$ cat src/rtl/env_pkg.sv
// Shared types for the envelope generator.
// Assumes the shape code is four bits, ordered Continue, Attack, Alternate, Hold from MSB.
package env_pkg;
    typedef struct packed {
        logic cont;
        logic attack;
        logic alt;
        logic hold;
    } shape_t;

    localparam int SHAPE_W = 4;
endpackage

$ cat src/rtl/env_step_timer.sv
// Two-stage divider that produces one-cycle step pulses for the envelope.
// Stage one divides by PRESCALE; stage two counts prescaler ticks up to the
// programmed period. A period of zero behaves as one. Assumes PRESCALE >= 2.
// A restart clears both stages so the first step comes a full interval later.
module env_step_timer #(
    parameter int PRESCALE = 256,
    parameter int PER_W    = 16
) (
    input  logic             clk,
    input  logic             rst_n,
    input  logic             restart,
    input  logic [PER_W-1:0] period,
    output logic             step
);
    localparam int PRE_W = $clog2(PRESCALE);
    localparam int CMP_W = PER_W + 1;

    logic [PRE_W-1:0] pre_q;
    logic [PER_W-1:0] per_q;
    logic [PER_W-1:0] eff_period;
    logic             pre_tick;
    logic             per_last;

    // Decode the prescaler wrap and the end of the programmed period.
    always_comb begin
        eff_period = (period == '0) ? PER_W'(1) : period;
        pre_tick   = (pre_q == PRE_W'(PRESCALE - 1));
        per_last   = (({1'b0, per_q} + CMP_W'(1)) >= {1'b0, eff_period});
        step       = pre_tick && per_last;
    end

    // Advance the prescaler each cycle; clear it on reset or restart.
    always_ff @(posedge clk) begin
        if (!rst_n || restart) begin
            pre_q <= '0;
        end else if (pre_tick) begin
            pre_q <= '0;
        end else begin
            pre_q <= pre_q + 1'b1;
        end
    end

    // Count prescaler ticks within one period; wrap when a step fires.
    always_ff @(posedge clk) begin
        if (!rst_n || restart) begin
            per_q <= '0;
        end else if (pre_tick) begin
            per_q <= per_last ? '0 : per_q + 1'b1;
        end
    end
endmodule

$ cat src/rtl/env_shape_seq.sv
// Envelope ramp sequencer. Holds the active shape code and a LVL_W-bit level.
// On each step pulse the level moves one count in the current direction.
// At a ramp end the shape bits choose what happens next: drop to zero and
// stop, freeze (possibly at the opposite extreme), jump back, or reverse.
// Assumes restart and step may coincide; restart wins.
module env_shape_seq
    import env_pkg::*;
#(
    parameter int LVL_W = 4
) (
    input  logic             clk,
    input  logic             rst_n,
    input  logic             restart,
    input  shape_t           shape_in,
    input  logic             step,
    output logic [LVL_W-1:0] level,
    output logic             holding
);
    localparam logic [LVL_W-1:0] LVL_MAX = {LVL_W{1'b1}};

    shape_t           shape_q;
    logic [LVL_W-1:0] level_q;
    logic             up_q;
    logic             hold_q;
    logic             at_end;

    // Detect that the ramp has reached its end in the current direction.
    always_comb begin
        at_end = up_q ? (level_q == LVL_MAX) : (level_q == '0);
    end

    // Update shape, level, direction and freeze flag.
    always_ff @(posedge clk) begin
        if (!rst_n) begin
            shape_q <= '0;
            level_q <= LVL_MAX;
            up_q    <= 1'b0;
            hold_q  <= 1'b0;
        end else if (restart) begin
            shape_q <= shape_in;
            level_q <= shape_in.attack ? '0 : LVL_MAX;
            up_q    <= shape_in.attack;
            hold_q  <= 1'b0;
        end else if (step && !hold_q) begin
            if (!at_end) begin
                level_q <= up_q ? level_q + 1'b1 : level_q - 1'b1;
            end else if (!shape_q.cont) begin
                level_q <= '0;
                hold_q  <= 1'b1;
            end else if (shape_q.hold) begin
                level_q <= shape_q.alt ? ~level_q : level_q;
                hold_q  <= 1'b1;
            end else if (shape_q.alt) begin
                up_q    <= ~up_q;
            end else begin
                level_q <= up_q ? '0 : LVL_MAX;
            end
        end
    end

    assign level   = level_q;
    assign holding = hold_q;
endmodule

$ cat src/rtl/env_chan_mux.sv
// Per-channel amplitude registers and output selection.
// Each channel stores a mode bit (bit LVL_W of the written data) and a fixed
// level (bits LVL_W-1:0). In envelope mode the channel passes the envelope
// through combinationally; in fixed mode it drives its stored level.
module env_chan_mux #(
    parameter int NCH   = 3,
    parameter int LVL_W = 4
) (
    input  logic                 clk,
    input  logic                 rst_n,
    input  logic [NCH-1:0]       amp_we,
    input  logic [LVL_W:0]       amp_data,
    input  logic [LVL_W-1:0]     env_level,
    output logic [NCH*LVL_W-1:0] chan_amp
);
    generate
        for (genvar ch = 0; ch < NCH; ch++) begin : g_chan
            logic             mode_q;
            logic [LVL_W-1:0] fix_q;

            // Capture this channel's mode bit and fixed level on its strobe.
            always_ff @(posedge clk) begin
                if (!rst_n) begin
                    mode_q <= 1'b0;
                    fix_q  <= '0;
                end else if (amp_we[ch]) begin
                    mode_q <= amp_data[LVL_W];
                    fix_q  <= amp_data[LVL_W-1:0];
                end
            end

            // Pick the envelope or the fixed level for this channel.
            always_comb begin
                chan_amp[ch*LVL_W +: LVL_W] = mode_q ? env_level : fix_q;
            end
        end
    endgenerate
endmodule

$ cat src/rtl/env_amp_top.sv
// Top of the envelope generator: period byte registers, step timer, shape
// sequencer and per-channel amplitude selection. All registers share one
// write-data bus; each has its own strobe. Assumes DATA_W >= LVL_W + 1 and
// DATA_W >= SHAPE_W. Period writes take effect on the running counter
// without restarting the envelope.
module env_amp_top
    import env_pkg::*;
#(
    parameter int PRESCALE = 256,
    parameter int DATA_W   = 8,
    parameter int NCH      = 3,
    parameter int LVL_W    = 4
) (
    input  logic                 clk,
    input  logic                 rst_n,
    input  logic [DATA_W-1:0]    wr_data,
    input  logic                 per_lo_we,
    input  logic                 per_hi_we,
    input  logic                 shape_we,
    input  logic [NCH-1:0]       amp_we,
    output logic [LVL_W-1:0]     env_level,
    output logic [NCH*LVL_W-1:0] chan_amp
);
    localparam int PER_W = 2 * DATA_W;

    logic [DATA_W-1:0] per_lo_q;
    logic [DATA_W-1:0] per_hi_q;
    logic              step;
    logic              seq_holding;
    shape_t            shape_in;

    // Hold the two bytes that form the envelope period.
    always_ff @(posedge clk) begin
        if (!rst_n) begin
            per_lo_q <= '0;
            per_hi_q <= '0;
        end else begin
            if (per_lo_we) per_lo_q <= wr_data;
            if (per_hi_we) per_hi_q <= wr_data;
        end
    end

    // Extract the shape code from the low bits of the write data.
    always_comb begin
        shape_in = shape_t'(wr_data[SHAPE_W-1:0]);
    end

    env_step_timer #(
        .PRESCALE (PRESCALE),
        .PER_W    (PER_W)
    ) u_timer (
        .clk     (clk),
        .rst_n   (rst_n),
        .restart (shape_we),
        .period  ({per_hi_q, per_lo_q}),
        .step    (step)
    );

    env_shape_seq #(
        .LVL_W (LVL_W)
    ) u_seq (
        .clk      (clk),
        .rst_n    (rst_n),
        .restart  (shape_we),
        .shape_in (shape_in),
        .step     (step),
        .level    (env_level),
        .holding  (seq_holding)
    );

    env_chan_mux #(
        .NCH   (NCH),
        .LVL_W (LVL_W)
    ) u_chan (
        .clk       (clk),
        .rst_n     (rst_n),
        .amp_we    (amp_we),
        .amp_data  (wr_data[LVL_W:0]),
        .env_level (env_level),
        .chan_amp  (chan_amp)
    );
endmodule

$ cat config.mk
export PLATFORM = sky130hd
export DESIGN_NAME = env_amp_top
export DESIGN_NICKNAME = d
export VERILOG_FILES = /design/src/rtl/env_pkg.sv /design/src/rtl/env_step_timer.sv /design/src/rtl/env_shape_seq.sv /design/src/rtl/env_chan_mux.sv /design/src/rtl/env_amp_top.sv
export SDC_FILE = /design/constraint.sdc
export NUM_CORES = 1
export LEC_CHECK = 0
export ABC_CLOCK_PERIOD_IN_PS = 3800
export BUFFER_PORTS_ARGS = -buffer_cell sky130_fd_sc_hd__buf_2
export CAP_MARGIN = 20
export CORE_MARGIN = 5
export CORE_UTILIZATION = 54
export CTS_CLUSTER_DIAMETER = 50
export DETAILED_ROUTE_END_ITERATION = 6
export PLACE_DENSITY = 0.76
export SYNTH_ARGS = -nofsm -noshare
export SYNTH_HDL_FRONTEND = slang
export SYNTH_HIERARCHICAL = 1
export SYNTH_SLANG_ARGS = --single-unit
$ cat constraint.sdc
create_clock -name clk -period 3.8 [get_ports clk]
set_clock_uncertainty 0.05 [all_clocks]
set_input_delay 0.38 -clock clk [delete_from_list [all_inputs] [get_ports clk]]
set_output_delay 0.38 -clock clk [all_outputs]
set_load 0.005 [all_outputs]
==> summary.md, run 1 <==
| Metric | Value |
|---|---|
| # Max-Cap Violations | 0 |
| Synth Flop Type | dfxtp_1 |
| Initial antenna violation count | 0 |
| Global-route wire length before repair | about 13000 um |
| CTS root buf | clkbuf_8 |
| Clock buffer depth | 2 |
| Synth async-reset ratio | 0% |
| DRT antenna net count | 0 |
| RePlAce Congestion | 0.843 |
| Iter 0 DRT Violations | 144 |
| Setup CP Type | reg2reg |
| Pwr Density | approximately 360 nW/um^2 |
| Core area | 6420 sq um |
| Clock sinks | 64 |
| Initial Utilization | 56.3% |
| Register area share after synthesis | 35.4% |
| Clk slew on worst S/H paths | ~0.070 ns |
| Hpwl dp | roughly 5600 um |
| Largest net degree at the start of global routing | 39 |
| Final Hold Viols | 0 |
| Crit path launch type | flip-flop |
| Wire per inst | about 15 um |
| Largest cells by area after synthesis | dfxtp_1 35%, mux2i_1 9.7%, ha_1 6.9%, nor2b_1 5.7%, xnor2_1 4.6% |
| Synth-to-Final Area Change | 13.8% |
| Crit. End Element | flip-flop |
| CTS tree | done |
| Final Routed Wirelength | between 7000 and 8000 um |
| Yosys top cell area share | 35.4% |
| Worst hold start | wr_data[5] |
| Overall power | 1490 uW |
| Nets | 471 |
| DR pass1 iterations | 4 |
| Critical Path RT | 3.98 ns |
| # DRC | 0 |
| Final min period | 3.64 ns |
| Outcome | finished clean |
| Gr ovfl total | 0 |
| Register area | between 1000 and 1500 sq um |
| Synthesized cell area | around 3600 sq um |
| Worst-path fanout max | 5 |
| Synthesized Nets | 430 |
| Row cnt | 29 |
| Die area | 8430 sq um |
| H-tree depth | 3 |
| Peak Freq | ~270 MHz |
| Period utilisation layout | 95.8% |
| #FFs+latches synth | 64 |
| Post-Place Setup Slack | 0.0556 ns |
| CTS Buf Count | 9 |
| I/O pins | 32 |
| Worst reg-to-reg setup slack | around 0.16 ns |
| Routed vias/inst | 5.61 |
| Crit. Startpoint | u_timer/per_q[0]$_SDFFE_PP0N_ |
| Mean post-synth cell area | 9.20 sq um |
| LEAKAGE | 0.00174 uW |
| Post-DP Area | a little under 4000 sq um |
| Vias in the first global route | 2818 |
| Distinct cell type count after synthesis | 52 |
| Fraction of layout cells with a size suffix above 1 | 19.9% |
| Post-route cell area | ~4000 sq um |
| Vias post-DR | 2888 |
| Post-synth EDFFs | 0 |
| All-Layer GR Usage | ~19% |
| Max Slew Vio Count | 0 |
| Finish-stage setup viols | 0 |
| Post-synth top area cell | dfxtp_1 |
| Area of the multi-input gates | roughly 2200 sq um |
| Crit path DAT | 3.82 ns |
| Clock latency on the worst-skew pair | 0.35 ns |
| Ant diodes | 0 |
| Slew margin rel. | 50.5% |
| Die W | 91.8 um |
| Yosys Warn Count | 6 |
| Peak VDD IR | ~0.30 mV |
| Synth Instances | 393 |
| Die Y | 91.8 um |
| Filler cell count | 548 |
| Slew at the pin closest to its max-slew limit | 0.741 ns |
| PortBufs | 31 |
| Final worst-path setup slack | 0.159 ns |
| Worst hold path type | in2reg |
| Worst reg2reg startpoint | u_timer/per_q[0]$_SDFFE_PP0N_ |
stage by stage:
stage	hold slack [ns]	TNS, ns	util (%)	cells
floorplan	0.380	0	-	393
global placement	0.396	0	59.9	497
detailed placement	0.405	0	59.9	497
CTS	0.248	0	62.8	512
global route	0.269	-0.000873	64.1	515
finish	0.258	0	64.1	515
per-layer routing:
| layer | share of wire (%) | global-route usage (%) |
|---|---|---|
| met1 | 46 | 23.6 |
| met3 | 4.1 | 6.06 |
| met5 | 0 | 0 |
| met2 | 48 | 32.1 |
| met4 | 2.2 | 7.43 |
what timing repair did:
action                     CTS  global route
resized for setup            0            13
hold buffers                 0             0
setup buffers                0             3
setup endpoints to repair    0             5
synthesized netlist by cell type (2+ instances only):
master / count
clkbuf_1: 2
o31ai_1: 3
nor3_1: 8
a31oi_1: 6
xor2_1: 10
or4_4: 2
o21ai_0: 3
nand2_1: 28
a211oi_1: 2
ha_1: 20
a21oi_1: 10
or2_2: 2
nor4_1: 5
nor2b_1: 33
dfxtp_1: 64
nand2b_1: 4
nand4_1: 7
buf_2: 3
a221o_1: 2
nand3_2: 2
mux2i_1: 35
o22ai_1: 7
mux2_2: 8
inv_1: 25
mux2_1: 4
nor2_1: 28
xnor2_1: 19
buf_6: 6
nand3_1: 14
and3_1: 8
a21o_1: 2
logic make-up (layout without fill, tap and decap cells):
family	Yosys count	count (layout)	share of synthesized area, %
simple gates	148	148	21.9
flops	64	64	35.4
compound gates	47	47	9.52
mux	47	47	13.4
buf+inv	37	82	5.19
xor+xnor	29	29	7.02
fa+ha+maj	21	21	7.47
placed cells by master (no fill, tap or decap), types with 6 or more instances in the layout:
cell type,Yosys,final
ha_1,20,19
nand3_1,14,13
xor2_1,10,10
dfxtp_1,64,60
a31oi_1,6,6
a21oi_1,10,10
inv_1,25,24
and3_1,8,8
nand2_1,28,28
o22ai_1,7,6
buf_2,3,31
mux2i_1,35,35
xnor2_1,19,19
nor2_1,28,27
nand4_1,7,7
buf_4,0,11
nor2b_1,33,33
clkbuf_8,0,10
mux2_2,8,8
nor3_1,8,8
sequential cells by signal, summed over array words and instances (netlist names):
name,flops
u_seq/shape_q,3
per_lo_q,8
u_seq/holding,1
u_seq/level,4
per_hi_q,8
u_timer/per_q,16
u_chan/g_chan.mode_q,3
u_chan/g_chan.fix_q,12
u_timer/pre_q,8
u_seq/up_q,1
power by group:
part | internal (uW) | switching (uW)
registers | 697 | 30.4
clock network | 314 | 256
logic | 93.3 | 95.4
final cells by class:
type,count,area share [%]
Clock buffer,11,3.44
Inverter,25,2.28
Clock inverter,4,1.09
Sequential cell,64,31.3
Timing Repair Buffer,42,5.78
Multi-Input combinational cell,292,53.8
Tap cell,77,2.34
worst paths after layout:
check | endpoint | cells past startpoint
setup / recovery | u_seq/level[3]$_SDFFE_PN1P_ | 16
hold / removal | per_hi_q[5]$_SDFFE_PN0P_ | 3
hold reg to reg | u_timer/pre_q[0]$_SDFF_PP0_ | 1
setup reg to reg | u_seq/level[3]$_SDFFE_PN1P_ | 16
worst max-delay path: stages, from the launching register on:
cell and delay [ns]:
dfxtp_1 0.38, ha_4 0.17, nand3_4 0.09, or4_4 0.46, or2_2 0.32, nand2_1 0.07
nand2_1 0.05, ha_1 0.30, nand3_2 0.11, nor4_4 0.34, o2bb2a_4 0.19, and4_4 0.20
nor2_4 0.09, inv_2 0.07, nor2_4 0.15, o22ai_2 0.12, a221o_1 0.36
Power figures use the tool's default switching activity.
==> inputs of run 2 (changes only) <==
Settings changed: ABC_AREA set to 1, CELL_PAD_IN_SITES_DETAIL_PLACEMENT set to 0, CELL_PAD_IN_SITES_GLOBAL_PLACEMENT set to 2, CORE_UTILIZATION 54 to 30, PLACE_DENSITY 0.76 to unset, PLACE_DENSITY_LB_ADDON set to 0.1.
==> run 2 against run 1 <==
Effect of this change: hold slack better by 0.041 ns; non-clock buffer count down 10; first-iteration DRC count up 6.3%; synthesized cell count up 52%; maximum frequency up 16%; clock-buffer cell count unchanged; synthesized area up 9.0%; die area up 84%; sequential share of layout area down 2.5 points; power up 19%; final cell count up 55%.
==> summary.md, run 2 <==
| Metric | Value |
|---|---|
| Outcome | finished clean |
| RR Endpoint | u_seq/level[1]$_SDFFE_PN1P_ |
| Final core utilization | 34.8% (-29 points) |
| Vias post-DR | 3443 (+19%) |
| Worst reg2reg startpoint | u_timer/per_q[0]$_SDFFE_PP0N_ |
| Clock sinks | 64 (unchanged) |
| Max Slew Vio Count | 0 (unchanged) |
| Buf/Inv on CP | 4 (+3) |
| Final worst-path setup slack | 0.663 ns (+0.504 ns) |
| Cell with the most instances after synthesis | nand2_1 |
| Synth async-reset ratio | 0% (unchanged) |
| Post-Place Setup Slack | 0.608 ns (+0.552 ns) |
| Int Power | 1300 uW (+18%) |
| Largest cells by area after synthesis | dfxtp_1 32%, nand2_1 16%, nor2_1 9.4%, inv_1 7.8%, ha_1 6.3% |
| Crit path launch type | flip-flop |
| Ant diodes | 0 (unchanged) |
| Sw Pwr | 460 uW (+21%) |
| Crit path cell chain | ha_1, nand2_2, nor2_4, nand3_1, xor2_1, ha_1, nand2_1, inv_1, nand2_1, nand2_1, nand2_1, nand2_1, nor2_2, nand3_4, nand2_2, inv_2, inv_1, nor2_1, o21ai_4, inv_4, nand2_1, nand2_1 |
| Crit. End Element | flip-flop |
| Peak Freq | 319 MHz (+16%) |
| Slew margin rel. | 69.1% (+19 points) |
| Yosys Warn Count | 6 (unchanged) |
| CP max stage delay | 0.39 ns (-0.07 ns) |
| Finish-stage setup viols | 0 (unchanged) |
| Post-CTS setup repair buffer count | 0 (unchanged) |
| Hpwl dp | 7630 um (+35%) |
| Wire per inst | 12.6 um (-18%) |
| RSZ-0062 raised after global routing | false |
| Die W | 125 um (+36%) |
| CTS tree | done |
| Max reg flops | 16 (unchanged) |
| DR pass1 iterations | 4 (unchanged) |
| Post-synth top area cell | dfxtp_1 |
| Clk slew on worst S/H paths | 0.05 ns (-0.02 ns) |
| # Max-Cap Violations | 0 (unchanged) |
| LEAKAGE | 0.00214 uW (+23%) |
| Die area | 15500 sq um (+84%) |
| I/O pins | 32 (unchanged) |
| Yosys top cell area share | 32.5% (-2.9 points) |
| Distinct cell type count after synthesis | 41 (-21%) |
| Routed vias/inst | 4.31 (-23%) |
| Proportion of power drawn by the clock network | 46.4% (+8.1 points) |
| Mean post-synth cell area | 6.59 sq um (-28%) |
| Synthesized cell area | 3940 sq um (+9.0%) |
| Synth cell count leaders | 173 x nand2_1, 99 x nor2_1, 82 x inv_1, 64 x dfxtp_1, 26 x a21oi_1 |
| Synthesized Nets | 635 (+48%) |
| Switching Fraction | 26.1% (+0.44 points) |
| Cts repair resizes | 0 (unchanged) |
| Vias in the first global route | 3298 (+17%) |
| Hold Path Stages | 3 (unchanged) |
| Worst-path fanout max | 15 (+10) |
| CP dominant cell by count | nand2_1 |
| RePlAce Congestion | 0.781 (-7.3%) |
| Biggest regs | u_timer/per_q (16), u_chan/g_chan.fix_q (12) |
| Sum Neg Setup Slack | 0 ns (unchanged) |
| Final Routed Wirelength | 10000 um (+28%) |
| Synth Flop Type | dfxtp_1 |
| CTS Buf Count | 9 (unchanged) |
| Gr ovfl total | 0 (unchanged) |
| Row cnt | 41 (+41%) |
| Gate power share | 12.0% (-0.7 points) |
| Worst hold start | wr_data[1] |
| Iter 0 DRT Violations | 153 (+6.3%) |
| Critical path depth | 22 (+6) |
| Worst reg-to-reg setup slack | 0.66 ns (+0.50 ns) |
| Pwr Density | 396 nW/um^2 (+9.7%) |
| All-Layer GR Usage | 13.6% (-5.8 points) |
| Period utilisation layout | 82.6% (-13 points) |
| Initial antenna violation count | 0 (unchanged) |
| Slew at the pin closest to its max-slew limit | 0.462 ns (-0.279 ns) |
| Clock latency on the worst-skew pair | 0.33 ns (-0.02 ns) |
| Critical Path RT | 3.97 ns (about the same) |
| Sequential fraction of design power | 41.7% (-7.3 points) |
| Initial Utilization | 30.9% (-25 points) |
| Die Y | 125 um (+36%) |
| Worst reg-to-reg path cell count | 22 (+6) |
| Most frequent cells in the layout | 173 x nand2_1, 99 x nor2_1, 82 x inv_1, 64 x dfxtp_1, 31 x buf_2 |
| Peak VDD IR | 0.194 mV (-36%) |
| Final Hold Viols | 0 (unchanged) |
| Final min period | 3.14 ns (-0.504 ns) |
| Core area | 12800 sq um (+99%) |
| Post-synth EDFFs | 0 (unchanged) |
| Synth-to-Final Area Change | 12.9% |
| Global-route wire length before repair | 16900 um (+29%) |
| Slowest CP cell | dfxtp_1 |
| PortBufs | 31 (unchanged) |
| Synth Instances | 598 (+52%) |
| # DRC | 0 (unchanged) |
| Fraction of layout cells with a size suffix above 1 | 14.0% (-5.8 points) |
| H-tree depth | 3 (unchanged) |
| Worst hold path type | in2reg |
| Clock buffer depth | 2 (unchanged) |
| Top delay family on crit path | simple AND/OR/NAND/NOR gates |
| Largest net degree at the start of global routing | 34 (-13%) |
| Top reg by flops | u_timer/per_q |
| CTS root buf | clkbuf_16 |
| Setup CP Type | reg2reg |
| Register area share after synthesis | 32.5% (-2.9 points) |
| Hold Path Sink | u_seq/shape_q[1]$_SDFFE_PN0P_ |
| Crit path DAT | 3.31 ns (-0.51 ns) |
| Hold buffers post-CTS | 0 (unchanged) |
| Overall power | 1760 uW (+19%) |
| #FFs+latches synth | 64 (unchanged) |
| Nets | 660 (+40%) |
| Leading cell type in the layout, fill and taps excluded | nand2_1 |
| DRT antenna net count | 0 (unchanged) |
==> run 2: changes by cell type after synthesis, moves of 11 or more <==
cell     change
nand2_2     +11
inv_1       +57
o21ai_1     +21
nor2_2      +11
nand2_1    +145
xnor2_1     -18
nor2_1      +71
nor2b_1     -33
mux2i_1     -35
a21oi_1     +16
==> run 2: cell type report <==
| type | instances | area (sq um) |
|---|---|---|
| fill | 1405 | 8320 |
| multi-input combinational | 429 | 2170 |
| sequential | 64 | 1280 |
| inverter | 87 | 332 |
| clock buffer | 11 | 243 |
| tap | 172 | 215 |
| timing repair buffer | 32 | 163 |
| clock inverter | 4 | 45.0 |
==> run 2: stage by stage <==
| step | hold slack (ns) | instances | instance area (sq um) |
|---|---|---|---|
| after CTS | 0.279 | 799 | 4450 |
| after detailed placement | 0.386 | 784 | 4160 |
| after global routing | 0.291 | 799 | 4450 |
| after global placement | 0.372 | 784 | 4160 |
| final | 0.299 | 799 | 4450 |
| after floorplan | 0.363 | 598 | 3940 |
==> run 2: tightest hold or removal path, delay by kind of cell <==
family                 cells  cell delay [ns]
AOI/OAI and AO/OA          1             0.06
and+or+nand+nor            1             0.07
buffers and inverters      1             0.12
==> run 2: metal layers <==
| metal | GRT usage [%] | share of wire [%] |
|---|---|---|
| met1 | 17.9 | 49 |
| met2 | 21.4 | 46 |
| met3 | 4.03 | 3.2 |
| met4 | 3.93 | 1.6 |
| met5 | 0 | 0 |
==> run 2: how the worst max path moves through the flow <==
stage	endpoint	from	slack [ns]
6_report	u_seq/level[1]$_SDFFE_PN1P_	u_timer/per_q[0]$_SDFFE_PP0N_	0.66
5_1_grt	u_seq/up_q$_SDFFE_PN0P_	u_timer/per_q[0]$_SDFFE_PP0N_	0.21
4_1_cts	u_seq/level[1]$_SDFFE_PN1P_	u_timer/per_q[0]$_SDFFE_PP0N_	0.58
3_5_place_dp	u_seq/level[1]$_SDFFE_PN1P_	u_timer/per_q[0]$_SDFFE_PP0N_	0.61
3_3_place_gp	u_seq/level[1]$_SDFFE_PN1P_	u_timer/per_q[0]$_SDFFE_PP0N_	0.59
2_1_floorplan	u_seq/up_q$_SDFFE_PN0P_	u_timer/per_q[0]$_SDFFE_PP0N_	1.0
==> run 2: power groups by stage <==
stage	Sequential, uW	Combinational, uW	Clock (uW)
2_1_floorplan	735	168	0
3_3_place_gp	749	214	0
3_5_place_dp	750	215	0
4_1_cts	736	216	848
5_1_grt	740	250	884
6_report	735	211	817
==> run 2: cells by family after synthesis <==
group | synth area share (%)
simple gates | 37.4
fa+ha+maj | 6.85
xor+xnor | 2.41
flops | 32.5
compound gates | 8.38
buf+inv | 12.4
==> inputs of run 3 (changes only) <==
Settings changed: ABC_CLOCK_PERIOD_IN_PS 3800 to 3200, CORE_UTILIZATION 30 to 33.
Clock period 3.8 ns to 3.2 ns, I/O delays scaled along.
==> run 3 against run 2 <==
Effect of this change: clock-buffer cell count up 1; final area down 0.22%; first-iteration DRC count down 20%; power up 15%; hold slack worse by 0.067 ns; critical endpoint is now u_seq/level[2]$_SDFFE_PN1P_; largest power group unchanged; highest routed layer unchanged.
==> summary.md, run 3 (synthesis gave the netlist of run 2 again) <==
| Metric | Value |
|---|---|
| Outcome | finished clean |
| CTS tree | done |
| Worst-path fanout max | 5 (-10) |
| Core area | 11900 sq um (-7.1%) |
| Slew at the pin closest to its max-slew limit | 0.506 ns (+0.0436 ns) |
| Vias post-DR | 3548 (+3.0%) |
| Crit. End Element | flip-flop |
| Critical Path RT | 3.38 ns (-0.59 ns) |
| CTS Buf Count | 9 (unchanged) |
| Clock sinks | 64 (unchanged) |
| Iter 0 DRT Violations | 123 (-20%) |
| DR pass1 iterations | 4 (unchanged) |
| Clk slew on worst S/H paths | 0.06 ns (about the same) |
| Finish-stage setup viols | 0 (unchanged) |
| CTS root buf | clkbuf_16 |
| Initial antenna violation count | 0 (unchanged) |
| Largest net degree at the start of global routing | 34 (unchanged) |
| Hold buffers post-CTS | 0 (unchanged) |
| I/O pins | 32 (unchanged) |
| Wire per inst | 12.6 um (about the same) |
| Routed vias/inst | 4.57 (+6.0%) |
| Clock latency on the worst-skew pair | 0.34 ns (about the same) |
| Int Power | 1470 uW (+13%) |
| Hpwl dp | 7490 um (-1.8%) |
| Max reg flops | 16 (unchanged) |
| Ant diodes | 0 (unchanged) |
| Gr ovfl total | 0 (unchanged) |
| RSZ-0062 raised after global routing | false |
| Crit path DAT | 3.11 ns (-0.20 ns) |
| Final min period | 2.94 ns (-0.199 ns) |
| Die Y | 119 um (-4.3%) |
| Crit path cell chain | ha_1, nand2_2, nor2_4, nand3_1, xor2_2, ha_1, nand2_1, inv_1, nand2_1, nand2_1, nand2_1, nand2_1, nor2_2, nand3_4, nand2_2, inv_2, inv_1, nor2_2, o21ai_4, inv_4, nand2_1, nand2_1 |
| Proportion of power drawn by the clock network | 44.5% (-1.9 points) |
| Clock buffer depth | 2 (unchanged) |
| Critical path depth | 22 (unchanged) |
| DRT antenna net count | 0 (unchanged) |
| Global-route wire length before repair | 16400 um (-3.1%) |
| Filler cell count | 1329 (-5.4%) |
| Sw Pwr | 550 uW (+19%) |
| Gate power share | 12.4% (+0.4 points) |
| Slew margin rel. | 66.2% (-2.9 points) |
| H-tree depth | 3 (unchanged) |
| Final Hold Viols | 0 (unchanged) |
| Worst hold path type | in2reg |
| RePlAce Congestion | 0.779 (-0.28%) |
| Initial Utilization | 33.2% (+2.4 points) |
| Most frequent cells in the layout | 173 x nand2_1, 97 x nor2_1, 82 x inv_1, 63 x dfxtp_1, 31 x buf_2 |
| # DRC | 0 (unchanged) |
| Nets | 662 (+0.30%) |
| Die area | 14200 sq um (-8.4%) |
| CP dominant cell by count | nand2_1 |
| Leading cell type in the layout, fill and taps excluded | nand2_1 |
| Vias in the first global route | 3340 (+1.3%) |
| Switching Fraction | 27.2% (+1.1 points) |
| Top delay family on crit path | simple AND/OR/NAND/NOR gates |
| Post-Place Setup Slack | 0.146 ns (-0.462 ns) |
| Post-Layout Cell Count | 777 (-2.8%) |
| LEAKAGE | 0.00216 uW (+0.89%) |
| Placed Cells | 760 (-3.1%) |
| Biggest regs | u_timer/per_q (16), u_chan/g_chan.fix_q (12) |
| Final worst-path setup slack | 0.262 ns (-0.401 ns) |
| Peak VDD IR | 0.256 mV (+32%) |
| All-Layer GR Usage | 14.5% (+0.98 points) |
| Crit path launch type | flip-flop |
| Sum Neg Setup Slack | 0 ns (unchanged) |
| Pwr Density | 455 nW/um^2 (+15%) |
| PortBufs | 31 (unchanged) |
| Peak Freq | 340 MHz (+6.8%) |
| Sequential fraction of design power | 43.1% (+1.4 points) |
| Hold Path Stages | 3 (unchanged) |
| Slowest CP cell | dfxtp_1 |
| Buf/Inv on CP | 4 (unchanged) |
| Fraction of layout cells with a size suffix above 1 | 15.1% (+1.0 points) |
| Die W | 119 um (-4.3%) |
| Period utilisation layout | 91.8% (+9.3 points) |
| Max Slew Vio Count | 0 (unchanged) |
| CP max stage delay | 0.36 ns (-0.03 ns) |
| Setup CP Type | reg2reg |
| Row cnt | 40 (-2.4%) |
| Worst reg-to-reg path cell count | 22 (unchanged) |
| # Max-Cap Violations | 0 (unchanged) |
| Final Routed Wirelength | 9770 um (-2.7%) |
| Synth-to-Final Area Change | 12.6% |
| Top reg by flops | u_timer/per_q |
## run 3: worst paths after layout
| kind | startpoint | to | slack, ns |
|---|---|---|---|
| setup / recovery | u_timer/per_q[1]$_SDFFE_PP0N_ | u_seq/level[2]$_SDFFE_PN1P_ | 0.26 |
| hold / removal | wr_data[1] | u_seq/shape_q[1]$_SDFFE_PN0P_ | 0.23 |
| setup reg to reg | u_timer/per_q[1]$_SDFFE_PP0N_ | u_seq/level[2]$_SDFFE_PN1P_ | 0.26 |
| hold reg to reg | u_timer/pre_q[0]$_SDFF_PP0_ | u_timer/pre_q[0]$_SDFF_PP0_ | 0.39 |
## run 3: worst reg2reg max path: stages (launching register included)
cell and delay, ns:
dfxtp_1 0.36, ha_1 0.21, nand2_2 0.11, nor2_4 0.15, nand3_1 0.17, xor2_2 0.21
ha_1 0.32, nand2_1 0.11, inv_1 0.05, nand2_1 0.06, nand2_1 0.05, nand2_1 0.06
nand2_1 0.06, nor2_2 0.16, nand3_4 0.10, nand2_2 0.07, inv_2 0.04, inv_1 0.06
nor2_2 0.05, o21ai_4 0.21, inv_4 0.05, nand2_1 0.07, nand2_1 0.05
## run 3: layout make-up
cell class,count,area [sq um],area share [%]
inverters,87,332,7.47
clock buffers,12,246,5.55
multi-input cells,429,2200,49.5
clock inverters,4,20.0,0.451
repair buffers,34,178,4.00
flip-flops and latches,64,1280,28.9
well taps,147,184,4.14
## run 3: layer usage
metal	global-route usage (%)	wire, um	part of all wire (%)
met2	22.3	4250	44
met4	6.59	204	2.1
met3	2.90	301	3.1
met5	0	0	0
met1	19.7	5010	51
## run 3: power groups by stage
| stage | Combinational, uW | Clock, uW | Sequential [uW] |
|---|---|---|---|
| after CTS | 257 | 927 | 872 |
| after detailed placement | 256 | 0 | 889 |
| after global routing | 294 | 966 | 878 |
| final | 251 | 900 | 871 |
| after floorplan | 199 | 0 | 872 |
| after global placement | 255 | 0 | 888 |
## run 3: stage by stage
step	cell area, sq um	hold WS [ns]	power, uW	utilization [%]
final	4440	0.233	2020	37.4
after detailed placement	4140	0.392	1140	34.9
after CTS	4400	0.222	2060	37.1
after global placement	4140	0.378	1140	34.9
after floorplan	3940	0.363	1070	-
after global routing	4440	0.251	2140	37.4
## run 3: repair_timing
item	in CTS	in global routing
endpoints found under the setup margin	0	5
resized for setup	0	6
buffers inserted	0	1
